[src/rtl/sag_pkg.sv]
package sag_pkg;
  localparam int RUN_W = 8;

  // Run length actually used: a programmed zero acts as one.
  function automatic logic [RUN_W-1:0] eff_limit(input logic [RUN_W-1:0] cfg);
    return (cfg == '0) ? RUN_W'(1) : cfg;
  endfunction

  // Next run count, saturating at the limit.
  function automatic logic [RUN_W-1:0] run_step(input logic [RUN_W-1:0] cur,
                                                input logic [RUN_W-1:0] lim);
    return (cur >= lim) ? lim : cur + RUN_W'(1);
  endfunction

  // True when the run reaches the limit with this sample.
  function automatic logic run_hits(input logic [RUN_W-1:0] cur,
                                    input logic [RUN_W-1:0] lim);
    return ({1'b0, cur} + (RUN_W+1)'(1)) >= {1'b0, lim};
  endfunction
endpackage

[src/rtl/sag_phase_det.sv]
module sag_phase_det
  import sag_pkg::*;
#(
  parameter int SW = 16
) (
  input  logic                clk,
  input  logic                rst_n,
  input  logic                vld,
  input  logic [SW-1:0]       sample,
  input  logic [SW-1:0]       thr,
  input  logic [RUN_W-1:0]    lim,
  input  logic                off,
  output logic                low_evt,
  output logic                clr_evt,
  output logic                sag
);
  // Magnitude of a two's-complement sample as an unsigned SW-bit value.
  function automatic logic [SW-1:0] magnitude(input logic [SW-1:0] s);
    return s[SW-1] ? (~s + SW'(1)) : s;
  endfunction

  logic [RUN_W-1:0] run_q;
  logic             below;

  assign below   = magnitude(sample) < thr;
  assign low_evt = vld && below && !off;
  assign clr_evt = off || (vld && !below);

  always_ff @(posedge clk or negedge rst_n) begin
    if (!rst_n) begin
      run_q <= '0;
      sag   <= 1'b0;
    end else if (clr_evt) begin
      run_q <= '0;
      sag   <= 1'b0;
    end else if (low_evt) begin
      run_q <= run_step(run_q, lim);
      sag   <= run_hits(run_q, lim);
    end
  end
endmodule

[src/rtl/sag_irq_route.sv]
module sag_irq_route #(
  parameter int NPH = 2
) (
  input  logic           clk,
  input  logic           rst_n,
  input  logic [NPH-1:0] sag,
  input  logic           irq_en,
  input  logic           pulse_in,
  output logic           irq,
  output logic           pulse_out
);
  always_ff @(posedge clk or negedge rst_n) begin
    if (!rst_n) irq <= 1'b0;
    else        irq <= irq_en && (|sag);
  end

  assign pulse_out = irq_en ? irq : pulse_in;
endmodule

[src/rtl/sag_monitor.sv]
module sag_monitor
  import sag_pkg::*;
#(
  parameter int NPH = 2,
  parameter int SW  = 16
) (
  input  logic                clk,
  input  logic                rst_n,
  input  logic [NPH-1:0]      smp_vld,
  input  logic [NPH*SW-1:0]   smp,
  input  logic [SW-1:0]       mag_thr,
  input  logic [RUN_W-1:0]    run_len,
  input  logic [NPH-1:0]      phase_off,
  input  logic                irq_en,
  input  logic                pulse_in,
  output logic [NPH-1:0]      sag,
  output logic                irq,
  output logic                pulse_out
);
  logic [RUN_W-1:0] lim;
  logic [NPH-1:0]   low_evt;
  logic [NPH-1:0]   clr_evt;

  assign lim = eff_limit(run_len);

  for (genvar p = 0; p < NPH; p++) begin : g_ph
    sag_phase_det #(.SW(SW)) u_det (
      .clk     (clk),
      .rst_n   (rst_n),
      .vld     (smp_vld[p]),
      .sample  (smp[p*SW +: SW]),
      .thr     (mag_thr),
      .lim     (lim),
      .off     (phase_off[p]),
      .low_evt (low_evt[p]),
      .clr_evt (clr_evt[p]),
      .sag     (sag[p])
    );
  end

  sag_irq_route #(.NPH(NPH)) u_route (
    .clk       (clk),
    .rst_n     (rst_n),
    .sag       (sag),
    .irq_en    (irq_en),
    .pulse_in  (pulse_in),
    .irq       (irq),
    .pulse_out (pulse_out)
  );
endmodule

[config.mk]
export PLATFORM = sky130hd
export DESIGN_NAME = sag_monitor
export DESIGN_NICKNAME = d
export VERILOG_FILES = /design/src/rtl/sag_pkg.sv /design/src/rtl/sag_phase_det.sv /design/src/rtl/sag_irq_route.sv /design/src/rtl/sag_monitor.sv
export SDC_FILE = /design/constraint.sdc
export NUM_CORES = 1
export LEC_CHECK = 0
export BUFFER_PORTS_ARGS = -buffer_cell sky130_fd_sc_hd__buf_2
export CAP_MARGIN = 20
export CORE_UTILIZATION = 52
export CTS_BUF_LIST = sky130_fd_sc_hd__clkbuf_8
export DETAILED_ROUTE_END_ITERATION = 8
export PLACE_DENSITY = 0.79
export SLEW_MARGIN = 20
export SYNTH_ARGS = -nofsm -noshare
export SYNTH_HDL_FRONTEND = slang
export SYNTH_SLANG_ARGS = --single-unit
[constraint.sdc]
create_clock -name clk -period 2.5 [get_ports clk]
set_input_delay 0.125 -clock clk [delete_from_list [all_inputs] [get_ports clk]]
set_output_delay 0.125 -clock clk [all_outputs]
set_load 0.02 [all_outputs]
==> summary.txt <==
Synth
  – Cells after Synth: between 400 and 500
  – Synthesized cell area: 3330 um2
  – Area leader, netlist: ha_1
  – Syn nets: 538
  – Synth cell types: 53
  – Async SR Flop Fraction: 100%
  – Primary FF master, synth: dfrtp_1
  – Sequential cell area fraction in the yosys report: ~14%
  – Avg Inst Size Synth: 8.20 um2
  – FF+latch count, synth: 19
  – Largest cells by area after synthesis: ha_1, dfrtp_1, xnor2_1
  – Synth warn: 0
  – Post-synth EDFFs: 0
  – Share of the synthesized area in the top cell type: between 20% and 30%

Global route
  – Vias in the first global route: 3501
  – Antenna violations before repair: 0
  – First-pass GRT wire length: 14700 um
  – Grt total ovfl: 0
  – Largest net degree at the start of global routing: 20
  – Global Route Usage Sum: 27.6%

Critical path
  – Worst setup endpoint: g_ph[0].u_det.run_q[4]
  – Critical Path AT: 2.84 ns
  – FF-to-FF setup slack: around 0.090 ns
  – CP Launch Type: primary input
  – R2R Path End: g_ph[0].u_det.sag
  – CP Capture Type: flip-flop
  – Slowest cell on crit path: or3_4
  – Kind of critical path: primary input to flip-flop
  – Cells along the critical path: buf_6 -> or3_4 -> nor3_4 -> nand3_2 -> buf_6 -> nor4bb_4 -> ha_1 -> nand4_1 -> buf_4 -> nor2_2 -> a221oi_4 -> buf_6 -> a41oi_1 -> o22ai_1
  – Most frequent CP cell: buf_6
  – Beginning of the critical path: smp[3]
  – Crit Path Max Fanout: 7
  – Critical Path Max Stage Delay: 0.40 ns
  – Buffers and inverters on the worst path: 4
  – Worst R2R Path Depth: 9
  – Required time worst endpoint: 2.69 ns
  – Instance count on the critical path: 14
  – Cell family with most CP delay: simple AND/OR/NAND/NOR gates
  – R2R Path Start: g_ph[0].u_det.run_q[0]

Power
  – IR drop worst, VDD: 178 uV
  – PwrDens: 248 nW/um2
  – Switch Pwr: 0.434 mW
  – Internal power: 0.697 mW
  – Sw frac: between 30% and 40%
  – Power, Total: 1.13 mW
  – Seq pwr share: 28.6%
  – LEAKAGE: around 2.3 nW
  – Combinational Power Share: between 50% and 60%
  – Clk pwr share: between 10% and 20%

STA
  – Slew headroom: ~47%
  – Final worst slack: -0.154 ns
  – Max Freq: about 0.38 GHz
  – RSZ-0062 raised after global routing: yes
  – Min Tclk post-route: approximately 2.7 ns
  – Fin crit share: 106%
  – Total count of max-transition violations in the final report: 0
  – Worst-Margin Slew: roughly 0.8 ns
  – Final Hold Viols: 0
  – Clock skew: 0.00146 ns
  – Final setup violating endpoints: 9

Floorplanning
  – Starting Density: 54.9%
  – Die Span Y: 82.0 um
  – Die Wd: 82.0 um
  – I/O pin total: 68
  – Die area: 6730 um2
  – Row cnt: 28
  – Core area: 6060 um2

Drt
  – Met2 WL: 4900 um
  – M1 wire length: around 3700 um
  – DRT iter0 DRCs: between 100 and 150
  – Top Layer Used: met4
  – Antenna Nets Post-Route: 0
  – Vias post-DR: 3399
  – Metal3 WL: 364 um
  – Drt wl/cell: 15.3 um
  – DR pass1 iterations: 4
  – Drt total wl: around 9200 um
  – Post-route DRC: 0
  – DR vias/cell: 5.69

CTS
  – Worst-path clk slew: 0.07 ns
  – TritonCTS Sinks: 19
  – Clk Latency, worst-skew pair: 0.26 ns
  – Cts bufs inserted: 3
  – H-tree lvl count: 1
  – Maximum clock path buffer count: 2
  – CTS tree: done
  – CTS Root Cell: clkbuf_8

Min path
  – HP Start: irq_en
  – Hold Crit Class: primary input to flip-flop

Layout
  – Nets: 655
  – Area grow syn2layout: 37.0%
  – Most frequent cells in the layout: ha_1, buf_2, buf_4
  – Post-layout util: between 70% and 80%
  – Design Area, Final: 4560 um2
  – # diodes: 0
  – Share of cells above drive strength 1: 34.9%
  – Commonest non-fill, non-tap cell in the layout: ha_1

Outcome
  – Failing checks: setup timing
  – Status: finished, violations left

Placement
  – Detail Placement HPWL: 7010 um
  – Placed Instance Area: 4090 um2
  – Buffers on Ports: 67
  – Final GP Congestion: ~0.88

Job
  – Max-cap viol count: 0
## how the worst min path moves through the flow
stage | endpoint | cells after the start
final | u_route.irq | 2
after CTS | u_route.irq | 2
after global placement | g_ph[0].u_det.run_q[7] | 1
after floorplan | g_ph[0].u_det.run_q[0] | 0
after global routing | u_route.irq | 2
after detailed placement | g_ph[0].u_det.run_q[7] | 1
## kinds of logic (layout without fill, tap and decap cells)
logic type | after synthesis | count (layout) | share of synthesized area (%)
AO/OA/AOI/OAI | 106 | 106 | 23.6
flip-flops | 19 | 19 | 14.3
buffers and inverters | 51 | 167 | 6.01
XOR/XNOR | 38 | 38 | 10.0
multiplexers | 11 | 11 | 3.42
adder cells (fa/ha/maj) | 68 | 68 | 25.6
AND/OR/NAND/NOR | 113 | 113 | 17.2
## cell usage after synthesis, drive strengths merged (6+ instances only)
library cell,instances
a41oi,9
ha,68
o21ai,25
inv,44
o31ai,9
dfrtp,19
nand2,34
nand2b,10
o22ai,8
xnor2,34
nor2,27
nand3,14
a21o,9
a21oi,21
nor3,6
mux2i,8
## cell type report
cell class	count	area (um2)
Clock buffer	3	41.3
Clock inverter	1	3.75
Fill cell	450	1500
Inverter	45	169
Multi-Input combinational cell	336	2990
Sequential cell	19	475
Tap cell	75	93.8
Timing Repair Buffer	118	786
## metal layers
layer / track usage (%) / vias up
li1: - / 1708
met1: 29.3 / 1578
met2: 54.3 / 96
met3: 3.56 / 17
met4: 10.5 / 0
met5: 0 / -
## state kept, by name, summed over array words and instances, names as in the netlist
signal,count
g_ph.u_det.run_q,16
g_ph.u_det.sag,2
u_route.irq,1
## stage by stage
step	setup WS [ns]	hold slack (ns)	std cells	setup TNS (ns)
3_3_place_gp	-0.462	0.0998	584	-6.15
5_1_grt	-0.318	0.102	597	-2.32
4_1_cts	-0.0738	0.0893	591	-0.368
3_5_place_dp	-0.614	0.116	584	-8.01
2_1_floorplan	-0.105	-0.171	406	-0.764
6_report	-0.154	0.0912	597	-0.975
## power by group through the flow
stage	sequential, mW	clock (mW)	combinational, mW
4_1_cts	0.324	0.222	0.539
2_1_floorplan	0.328	0	0.310
3_5_place_dp	0.330	0	0.503
3_3_place_gp	0.330	0	0.481
5_1_grt	0.325	0.230	0.652
6_report	0.324	0.219	0.588
## timing repair
action / CTS / global route
buffers inserted: 2 / 6
pin swaps: 22 / 24
setup endpoints to repair: 17 / 18
endpoints found under the hold margin: 19 / 0
hold buffers: 1 / 0
resized for setup: 29 / 35
No activity file was read; power rests on OpenSTA's default activity.
